$ cat config.mk
export PLATFORM = sky130hd
export DESIGN_NAME = moesi_ctrl
export DESIGN_NICKNAME = d
export VERILOG_FILES = /design/src/rtl/moesi_pkg.sv /design/src/rtl/moesi_line_store.sv /design/src/rtl/moesi_snoop_unit.sv /design/src/rtl/moesi_req_fsm.sv /design/src/rtl/moesi_ctrl.sv
export SDC_FILE = /design/constraint.sdc
export NUM_CORES = 1
export LEC_CHECK = 0
export ABC_AREA = 1
export BUFFER_PORTS_ARGS = -buffer_cell sky130_fd_sc_hd__buf_2
export CORE_UTILIZATION = 45
export DETAILED_ROUTE_END_ITERATION = 8
export PLACE_DENSITY_LB_ADDON = 0.05
export SYNTH_ARGS = -nofsm -noshare
export SYNTH_HDL_FRONTEND = slang
export SYNTH_HIERARCHICAL = 1
export SYNTH_SLANG_ARGS = --single-unit
$ cat constraint.sdc
create_clock -name clk -period 3.1 [get_ports clk]
set_input_delay 0.31 -clock clk [delete_from_list [all_inputs] [get_ports clk]]
set_output_delay 0.31 -clock clk [all_outputs]
set_load 0.05 [all_outputs]
$ cat src/rtl/moesi_pkg.sv
package moesi_pkg;

    typedef enum logic [2:0] {
        ST_I = 3'd0,
        ST_S = 3'd1,
        ST_E = 3'd2,
        ST_O = 3'd3,
        ST_M = 3'd4
    } line_st_e;

    typedef enum logic [1:0] {
        CPU_RD  = 2'd0,
        CPU_WR  = 2'd1,
        CPU_EV  = 2'd2,
        CPU_NOP = 2'd3
    } cpu_op_e;

    typedef enum logic [1:0] {
        BUS_NONE = 2'd0,
        BUS_RD   = 2'd1,
        BUS_RDX  = 2'd2,
        BUS_UPG  = 2'd3
    } bus_op_e;

    function automatic logic is_valid(line_st_e s);
        return s != ST_I;
    endfunction

    function automatic logic is_dirty(line_st_e s);
        return (s == ST_M) || (s == ST_O);
    endfunction

    function automatic line_st_e snoop_next(line_st_e s, bus_op_e op);
        line_st_e n;
        n = s;
        unique case (op)
            BUS_RD:   if (s == ST_M) n = ST_O; else if (s == ST_E) n = ST_S;
            BUS_RDX:  n = ST_I;
            BUS_UPG:  if (s == ST_S || s == ST_O) n = ST_I;
            default:  n = s;
        endcase
        return n;
    endfunction

    function automatic logic snoop_supplies(line_st_e s, bus_op_e op);
        return is_dirty(s) && (op == BUS_RD || op == BUS_RDX);
    endfunction

endpackage

$ cat src/rtl/moesi_line_store.sv
module moesi_line_store
    import moesi_pkg::*;
#(
    parameter int NUM_LINES = 16,
    localparam int IDX_W = $clog2(NUM_LINES)
) (
    input  logic             clk,
    input  logic             rst,
    input  logic             snp_we,
    input  logic [IDX_W-1:0] snp_idx,
    input  line_st_e         snp_st,
    input  logic             req_we,
    input  logic [IDX_W-1:0] req_idx,
    input  line_st_e         req_st,
    output line_st_e         st_q [NUM_LINES]
);

    for (genvar g = 0; g < NUM_LINES; g++) begin : g_line
        always_ff @(posedge clk) begin
            if (rst) begin
                st_q[g] <= ST_I;
            end else if (req_we && req_idx == IDX_W'(g)) begin
                st_q[g] <= req_st;
            end else if (snp_we && snp_idx == IDX_W'(g)) begin
                st_q[g] <= snp_st;
            end
        end
    end

endmodule

$ cat src/rtl/moesi_snoop_unit.sv
module moesi_snoop_unit
    import moesi_pkg::*;
(
    input  logic     snp_valid,
    input  bus_op_e  snp_op,
    input  line_st_e cur_st,
    output logic     we,
    output line_st_e nxt_st,
    output logic     shared_o,
    output logic     supply_o
);

    always_comb begin
        we       = snp_valid && (snp_op != BUS_NONE);
        nxt_st   = snoop_next(cur_st, snp_op);
        shared_o = snp_valid && is_valid(cur_st);
        supply_o = snp_valid && snoop_supplies(cur_st, snp_op);
    end

endmodule

$ cat src/rtl/moesi_req_fsm.sv
module moesi_req_fsm
    import moesi_pkg::*;
#(
    parameter int IDX_W = 4
) (
    input  logic             clk,
    input  logic             rst,
    input  logic             cpu_valid,
    input  cpu_op_e          cpu_op,
    input  logic [IDX_W-1:0] cpu_line,
    input  line_st_e         cur_st,
    input  logic             bus_done,
    input  logic             bus_shared,
    output logic             busy,
    output logic             bus_req_valid,
    output bus_op_e          bus_req_op,
    output logic [IDX_W-1:0] bus_req_line,
    output logic             wb_valid,
    output logic [IDX_W-1:0] wb_line,
    output logic             upd_we,
    output logic [IDX_W-1:0] upd_line,
    output line_st_e         upd_st
);

    logic             pend_q;
    bus_op_e          op_q;
    logic [IDX_W-1:0] line_q;
    logic             wb_q;
    logic [IDX_W-1:0] wbl_q;
    logic             accept, complete, issue, do_wb;
    bus_op_e          iss_op;

    assign accept   = cpu_valid && !pend_q && (cpu_op != CPU_NOP);
    assign complete = pend_q && bus_done;

    always_comb begin
        issue    = 1'b0;
        iss_op   = BUS_NONE;
        do_wb    = 1'b0;
        upd_we   = 1'b0;
        upd_line = cpu_line;
        upd_st   = cur_st;
        if (complete) begin
            upd_we   = 1'b1;
            upd_line = line_q;
            upd_st   = (op_q == BUS_RD) ? (bus_shared ? ST_S : ST_E) : ST_M;
        end else if (accept) begin
            unique case (cpu_op)
                CPU_RD: begin
                    if (cur_st == ST_I) begin
                        issue  = 1'b1;
                        iss_op = BUS_RD;
                    end
                end
                CPU_WR: begin
                    if (cur_st == ST_I) begin
                        issue  = 1'b1;
                        iss_op = BUS_RDX;
                    end else if (cur_st == ST_S || cur_st == ST_O) begin
                        issue  = 1'b1;
                        iss_op = BUS_UPG;
                    end else begin
                        upd_we = 1'b1;
                        upd_st = ST_M;
                    end
                end
                CPU_EV: begin
                    if (is_valid(cur_st)) begin
                        upd_we = 1'b1;
                        upd_st = ST_I;
                        do_wb  = is_dirty(cur_st);
                    end
                end
                default: ;
            endcase
        end
    end

    always_ff @(posedge clk) begin
        if (rst) begin
            pend_q <= 1'b0;
            op_q   <= BUS_NONE;
            line_q <= '0;
            wb_q   <= 1'b0;
            wbl_q  <= '0;
        end else begin
            if (complete) begin
                pend_q <= 1'b0;
                op_q   <= BUS_NONE;
            end else if (issue) begin
                pend_q <= 1'b1;
                op_q   <= iss_op;
                line_q <= cpu_line;
            end
            wb_q <= do_wb;
            if (do_wb) wbl_q <= cpu_line;
        end
    end

    assign busy          = pend_q;
    assign bus_req_valid = pend_q;
    assign bus_req_op    = op_q;
    assign bus_req_line  = line_q;
    assign wb_valid      = wb_q;
    assign wb_line       = wbl_q;

    // request held unchanged until completion
    p_req_stable_r12: assert property (@(posedge clk) disable iff (rst)
        pend_q && !bus_done |=> bus_req_valid && $stable(bus_req_line) && $stable(bus_req_op));

    // a live request always carries a real bus op
    p_req_has_op_r12: assert property (@(posedge clk) disable iff (rst)
        bus_req_valid |-> bus_req_op != BUS_NONE);

    // write-back only follows an evict request
    p_wb_after_evict_r11: assert property (@(posedge clk) disable iff (rst)
        wb_valid |-> $past(cpu_valid) && $past(cpu_op) == CPU_EV);

    // busy only rises after a processor request
    p_busy_cause_r2: assert property (@(posedge clk) disable iff (rst)
        $rose(busy) |-> $past(cpu_valid));

endmodule

$ cat src/rtl/moesi_ctrl.sv
module moesi_ctrl
    import moesi_pkg::*;
#(
    parameter int NUM_LINES = 16,
    localparam int IDX_W = $clog2(NUM_LINES)
) (
    input  logic             clk,
    input  logic             rst,
    input  logic             cpu_valid,
    input  logic [1:0]       cpu_op,
    input  logic [IDX_W-1:0] cpu_line,
    output logic             busy,
    output logic             bus_req_valid,
    output logic [1:0]       bus_req_op,
    output logic [IDX_W-1:0] bus_req_line,
    input  logic             bus_done,
    input  logic             bus_shared,
    input  logic             snp_valid,
    input  logic [1:0]       snp_op,
    input  logic [IDX_W-1:0] snp_line,
    output logic             snp_shared,
    output logic             snp_supply,
    output logic             wb_valid,
    output logic [IDX_W-1:0] wb_line,
    input  logic [IDX_W-1:0] lkp_line,
    output logic [2:0]       lkp_state
);

    line_st_e         st_q [NUM_LINES];
    line_st_e         snp_cur, snp_nxt, cpu_cur, upd_st;
    logic             snp_we, upd_we;
    logic [IDX_W-1:0] upd_line;
    bus_op_e          req_op;

    assign snp_cur = st_q[snp_line];
    // processor request sees the state after a same-cycle snoop
    assign cpu_cur = (snp_we && snp_line == cpu_line) ? snp_nxt : st_q[cpu_line];

    moesi_snoop_unit u_snoop (
        .snp_valid (snp_valid),
        .snp_op    (bus_op_e'(snp_op)),
        .cur_st    (snp_cur),
        .we        (snp_we),
        .nxt_st    (snp_nxt),
        .shared_o  (snp_shared),
        .supply_o  (snp_supply)
    );

    moesi_req_fsm #(.IDX_W(IDX_W)) u_req (
        .clk           (clk),
        .rst           (rst),
        .cpu_valid     (cpu_valid),
        .cpu_op        (cpu_op_e'(cpu_op)),
        .cpu_line      (cpu_line),
        .cur_st        (cpu_cur),
        .bus_done      (bus_done),
        .bus_shared    (bus_shared),
        .busy          (busy),
        .bus_req_valid (bus_req_valid),
        .bus_req_op    (req_op),
        .bus_req_line  (bus_req_line),
        .wb_valid      (wb_valid),
        .wb_line       (wb_line),
        .upd_we        (upd_we),
        .upd_line      (upd_line),
        .upd_st        (upd_st)
    );

    moesi_line_store #(.NUM_LINES(NUM_LINES)) u_store (
        .clk     (clk),
        .rst     (rst),
        .snp_we  (snp_we),
        .snp_idx (snp_line),
        .snp_st  (snp_nxt),
        .req_we  (upd_we),
        .req_idx (upd_line),
        .req_st  (upd_st),
        .st_q    (st_q)
    );

    assign bus_req_op = req_op;
    assign lkp_state  = st_q[lkp_line];

    // read-exclusive snoop leaves the line Invalid unless the processor side wrote it
    p_rdx_kills_r8: assert property (@(posedge clk) disable iff (rst)
        snp_valid && snp_op == 2'd2 && !(upd_we && upd_line == snp_line)
        |=> st_q[$past(snp_line)] == ST_I);

    // a snooped read never leaves Exclusive or Modified behind
    p_rd_demotes_r7: assert property (@(posedge clk) disable iff (rst)
        snp_valid && snp_op == 2'd1 && !(upd_we && upd_line == snp_line)
        |=> st_q[$past(snp_line)] != ST_E && st_q[$past(snp_line)] != ST_M);

endmodule

==> results of run 1 <==
[layout by cell type, fill, tap and decap left out, types with 8 or more instances in the layout]
master and instances:
a21oi_1 64, nand3_1 165, dfxtp_1 52, o21ai_0 35, nand3_2 16, dfxtp_2 8
buf_4 105, inv_1 103, clkbuf_16 9, nand4_1 13, nand2_2 28, nor2_1 59
a21oi_2 9, o21ai_1 15, buf_2 39, nand2_1 236, o211ai_1 18, inv_2 24
[report_power, final]
group	internal (W)	switching, W	total (W)
clock network	0.000827	0.000349	0.00118
logic	0.000249	0.000524	0.000773
registers	0.000787	0.0000101	0.000797
[worst max path at each step]
stage,from,end,cells past startpoint
6_report,u_store/st_q[18],u_store/st_q[4],27
5_1_grt,u_store/st_q[7],u_store/st_q[4],27
4_1_cts,u_store/st_q[43],u_store/st_q[4],26
3_5_place_dp,snp_line[0],u_store/st_q[3],28
3_3_place_gp,snp_line[0],u_store/st_q[17],26
2_1_floorplan,snp_line[0],u_store/st_q[4],25
[final cells by class]
type	count	share of cell area, %
multi-input combinational	704	52.3
timing repair buffer	150	15.3
tap	143	2.57
clock inverter	4	1.37
clock buffer	12	3.69
inverter	134	7.31
sequential	60	17.4
[logic make-up (layout without fill, tap and decap cells)]
kind of cell,after synthesis,in the layout,share of synthesized area (%)
and+or+nand+nor,540,540,45.1
buffers and inverters,173,300,14.0
AOI/OAI and AO/OA,157,157,16.6
DFF,60,60,22.6
adders and majority gates,7,7,1.65
[what timing repair did]
| item | 4_1_cts | 5_1_grt |
|---|---|---|
| resized for setup | 7 | 97 |
| gates cloned | 0 | 0 |
| pin swaps | 0 | 28 |
| setup endpoints to repair | 41 | 48 |
| buffers inserted | 0 | 4 |
[stage by stage]
stage | instance area [um2] | hold slack, ns | setup WS [ns]
after global routing | 6950 | 0.380 | -0.158
after CTS | 6640 | 0.352 | 0.0284
after global placement | 6270 | 0.458 | -0.282
after detailed placement | 6270 | 0.457 | -0.376
final | 6950 | 0.366 | 0.0607
after floorplan | 5320 | 0.389 | 0.0573
[critical path: stages, from the launching register on]
cell and delay, ns:
dfxtp_2 0.32, inv_2 0.12, a21oi_1 0.08, o21ai_0 0.09
nand3_1 0.09, nand3_1 0.13, nand2_4 0.10, o21ai_2 0.19
nand2_1 0.08, nand2_1 0.07, nand2_1 0.06, nand2_2 0.07
nand4_1 0.11, nand2_2 0.13, nor2_4 0.05, nand2_2 0.08
nand2_2 0.05, o21ai_1 0.07, nand2_1 0.10, nand2_4 0.13
nand2_4 0.06, nor2_4 0.20, buf_6 0.17, nand2_8 0.06
o21ai_2 0.17, inv_1 0.07, nand2_1 0.06, inv_1 0.03
[metal layers]
metal	vias to the layer above	global-route usage [%]	wire (um)
met3	47	5.52	2140
met4	0	13.3	676
met1	3090	49.5	9380
met5	-	0	0
li1	3291	-	-
met2	355	49.4	8960
[registers in the layout (all words and copies together) (netlist names)]
register             flops
u_req/wb_valid           1
u_req/bus_req_valid      1
u_req/bus_req_line       4
u_store/st_q            48
u_req/bus_req_op         2
u_req/wb_line            4
==> out/results.txt, run 1 <==
Startpoint types -> flip-flop
Arr. time, crit path -> 3.27 ns
Area delta synth->final -> 30.8%
HPWL reported at the end of detailed placement -> 16.2 mm
Count of different cell masters after synthesis -> 32
Slew Limit Fails -> 0
Power per cell area -> 395 nW/um2
Dominant synthesized flop cell -> dfxtp_1
Area of the multi-input gates -> 3640 um2
Placer congestion estimate -> 1.01
Pwr Total -> 0.00275 W
Yosys reg bits -> 60
I/O pin total -> 40
Syn Nets -> 966
Final setup vio count -> 0
Vias/cell -> 5.62
Area leader, netlist -> dfxtp_1
Core Box Area -> 11,500 um2
Wirelength per Cell -> 17.5 um
Synth top area share -> 22.6%
Fillers -> 1,107
Total Die Area -> 12,200 um2
Nets@finish -> 1,088
Drt pass-1 iters -> 5
Leading post-synthesis cells by cell area -> dfxtp_1 23%, nand2_1 19%, nand3_1 17%
Fin crit share -> 98.0%
Synth async-reset ratio -> 0%
Slew headroom -> 48.4%
First-pass GRT wire length -> 32.2 mm
DRC -> 0
DP Cell Count -> 1,187
Initial antenna violation count -> 0
Skew final -> 0.00670 ns
Sequential area share after synthesis -> 22.6%
Hold depth -> 2
CTS tree -> yes
Clock Sinks -> 60
Final Hold Vio Count -> 0
Worst-skew pair later-pin latency -> 0.33 ns
Pin count of the biggest net entering global routing -> 49
Routed via count -> 6,783
Hold Crit Start -> rst
Critical path class -> flip-flop to flip-flop
Layout Utilization -> 60.6%
Worst min-delay path class -> primary input to flip-flop
GR Util All Layers -> 33.9%
DIE WIDTH -> 111 um
RSZ-0062 raised after global routing -> true
Status -> finished clean
Required time of the critical path -> 3.33 ns
Diodes inserted -> 0
Final global-route overflow total -> 0
Initial Utilization -> 46.3%
Layout cells sized above 1 -> 26.4%
Yosys warns -> 6
Hold EP -> u_store/st_q[31]
Max VDD drop -> 381 uV
Count leader, synth -> nand2_1
Floorplan row count -> 39
Post-route ant nets -> 0
Mean Syn Cell Area -> 5.67 um2
Post-synth EDFFs -> 0
DRT Wirelength -> 21.2 mm
Reg2reg end -> u_store/st_q[4]
Non-filler cells, final -> 1,207
Peak Freq -> 329 MHz
Cells after synthesis -> 937
R2R setup slack -> 0.06 ns
Path depth of the worst reg2reg path -> 27
# hold bufs at CTS -> 0
Max Cap Viol -> 0
Final min period -> 3.04 ns
CTS Root Cell -> clkbuf_16
CTS Buffer Depth -> 2
1st-iter DRT viols -> 759
Leak pwr -> 3.38 nW
Clk slew on worst S/H paths -> 0.05 ns
Mapped Area -> 5310 um2
Max FO, Critical Path -> 6
R2R Path Start -> u_store/st_q[18]
H-tree Lvls -> 3
Setup TNS -> 0 ns
Clock buffer count from CTS -> 9
Die height -> 111 um
Post-synth top cells -> 267 x nand2_1, 176 x nand3_1, 118 x inv_1, 71 x a21oi_1
Register Area -> 1210 um2
Measured slew at the worst slew-check pin -> 0.765 ns
Buffers on Ports -> 39
Number of global-route vias before repair -> 5,962
Worst Setup End Kind -> flip-flop
(Power assumes the default switching activity.)
==> run 2, diff against run 1 <==
Settings changed: CORE_ASPECT_RATIO set to 0.7, CTS_CLUSTER_DIAMETER set to 50.
==> out/results.txt, run 2 (synthesis results as in run 1) <==
DRC -> 0 (unchanged)
Buffers on Ports -> 39 (unchanged)
DRT Wirelength -> 22.7 mm (+7.4%)
Leak pwr -> 3.54 nW (+4.7%)
RSZ-0062 raised after global routing -> true
Clock Sinks -> 60 (unchanged)
CTS Buffer Depth -> 2 (unchanged)
Fin crit share -> 98.6% (+0.59 points)
Startpoint types -> flip-flop
Final Hold Vio Count -> 0 (unchanged)
Initial antenna violation count -> 0 (unchanged)
Hold slack -> 0.470 ns (+0.103 ns)
Wirelength per Cell -> 18.4 um (+5.0%)
Final min period -> 3.06 ns (+0.0184 ns)
Nets@finish -> 1,106 (+1.7%)
Measured slew at the worst slew-check pin -> 0.989 ns (+0.223 ns)
Die height -> 92.9 um (-16%)
Final global-route overflow total -> 0 (unchanged)
Clk slew on worst S/H paths -> 0.06 ns (about the same)
Core Box Area -> 11,300 um2 (-1.9%)
Slew headroom -> 33.4% (-15 points)
Slew Limit Fails -> 0 (unchanged)
HPWL reported at the end of detailed placement -> 17.6 mm (+8.6%)
CTS tree -> yes
Pin count of the biggest net entering global routing -> 49 (unchanged)
Power per cell area -> 380 nW/um2 (-3.7%)
Diodes inserted -> 0 (unchanged)
Worst-skew pair later-pin latency -> 0.34 ns (about the same)
Worst min-delay path class -> flip-flop to flip-flop
Layout cells sized above 1 -> 29.5% (+3.1 points)
Layout Utilization -> 64.0% (+3.3 points)
Vias/cell -> 5.72 (+1.8%)
Post-route ant nets -> 0 (unchanged)
Arr. time, crit path -> 3.26 ns (about the same)
Drt pass-1 iters -> 5 (unchanged)
Initial Utilization -> 47.2% (+0.89 points)
Status -> finished clean
CTS Root Cell -> clkbuf_16
I/O pin total -> 40 (unchanged)
1st-iter DRT viols -> 932 (+23%)
Max FO, Critical Path -> 7 (+1)
Worst Setup End Kind -> flip-flop
Routed via count -> 7,066 (+4.2%)
GR Util All Layers -> 37.6% (+3.7 points)
Skew final -> 0.00934 ns (+0.00264 ns)
Path depth of the worst reg2reg path -> 26 (-3.7%)
Peak Freq -> 327 MHz (-0.60%)
Floorplan row count -> 32 (-18%)
H-tree Lvls -> 3 (unchanged)
Most common cell after layout, fill and taps aside -> nand2_1
Most frequent cells in the layout -> 240 x nand2_1, 159 x nand3_1, 123 x buf_4, 100 x inv_1, 61 x a21oi_1
Largest register FFs -> 48 (unchanged)
Number of global-route vias before repair -> 6,284 (+5.4%)
Reg with most FFs -> u_store/st_q
Area delta synth->final -> 35.4%
Required time of the critical path -> 3.30 ns (-0.03 ns)
Final setup vio count -> 0 (unchanged)
DIE WIDTH -> 132 um (+19%)
First-pass GRT wire length -> 34.9 mm (+8.3%)
Hold depth -> 2 (unchanged)
Fillers -> 1,050 (-5.1%)
Placer congestion estimate -> 0.975 (-3.3%)
# hold bufs at CTS -> 0 (unchanged)
Critical path class -> flip-flop to flip-flop
Max VDD drop -> 244 uV (-36%)
Total Die Area -> 12,300 um2 (about the same)
Max Cap Viol -> 0 (unchanged)
Clock buffer count from CTS -> 9 (unchanged)
-- run 2: per-layer routing --
layer	vias up	track usage, %	part of all wire (%)
met1	3238	54.3	44
met3	57	9.30	13
li1	3339	-	-
met5	-	0	0
met2	432	54.3	41
met4	0	10.9	2.2
-- run 2: path summary, 6_finish.rpt --
| path | from | endpoint | slack (ns) |
|---|---|---|---|
| setup / recovery | u_store/st_q[41] | u_store/st_q[16] | 0.04 |
| hold / removal | u_store/st_q[31] | u_store/st_q[31] | 0.47 |
| setup reg to reg | u_store/st_q[41] | u_store/st_q[16] | 0.04 |
| hold reg to reg | u_store/st_q[31] | u_store/st_q[31] | 0.47 |
-- run 2: per-stage QoR --
stage / instance area [um2] / power (W) / worst slack [ns] / TNS, ns / instances
detailed placement: 6390 / 0.00154 / -0.402 / -13.96 / 1211
global placement: 6390 / 0.00152 / -0.285 / -8.74 / 1211
CTS: 6800 / 0.00266 / 0.0189 / 0 / 1231
global route: 7200 / 0.00282 / -0.158 / -4.22 / 1235
floorplan: 5320 / 0.00126 / 0.0573 / 0 / 937
finish: 7200 / 0.00274 / 0.0423 / 0 / 1235
-- run 2: repair_timing --
| item | 4_1_cts | 5_1_grt |
|---|---|---|
| gates resized for setup | 18 | 124 |
| gates cloned | 0 | 1 |
| pin swaps | 2 | 32 |
| setup endpoints to repair | 48 | 48 |
| setup buffers | 4 | 3 |
-- run 2: report_power, final --
group | switching, W | internal [W]
Clock | 0.000391 | 0.000725
Combinational | 0.000556 | 0.000267
Sequential | 0.0000104 | 0.000785
Total | 0.000958 | 0.00178
-- run 2: area by class of cell --
class | instances | area, um2 | area share, %
sequential | 60 | 1220 | 17.0
multi-input combinational | 704 | 3720 | 51.7
tap | 153 | 191 | 2.66
timing repair buffer | 168 | 1220 | 17.0
clock inverter | 6 | 87.6 | 1.22
clock buffer | 10 | 239 | 3.32
inverter | 134 | 515 | 7.16
-- run 2: worst max-delay path: stages (launching register included) --
cell,delay (ns)
dfxtp_2,0.33
inv_1,0.05
a21oi_1,0.13
o21ai_1,0.08
nand3_1,0.12
nand3_2,0.11
nand2_4,0.13
o21ai_1,0.11
nand2_1,0.12
nand2_1,0.09
o21ai_2,0.08
nand4_1,0.12
nand2_2,0.15
nor2_4,0.05
nand2_2,0.08
nand2_2,0.05
o21ai_1,0.07
nand2_1,0.10
nand2_4,0.17
nand2_4,0.07
nor2_4,0.19
buf_8,0.18
nand2_8,0.08
nand2_2,0.07
nand2_1,0.05
nand2_1,0.07
a21oi_1,0.06
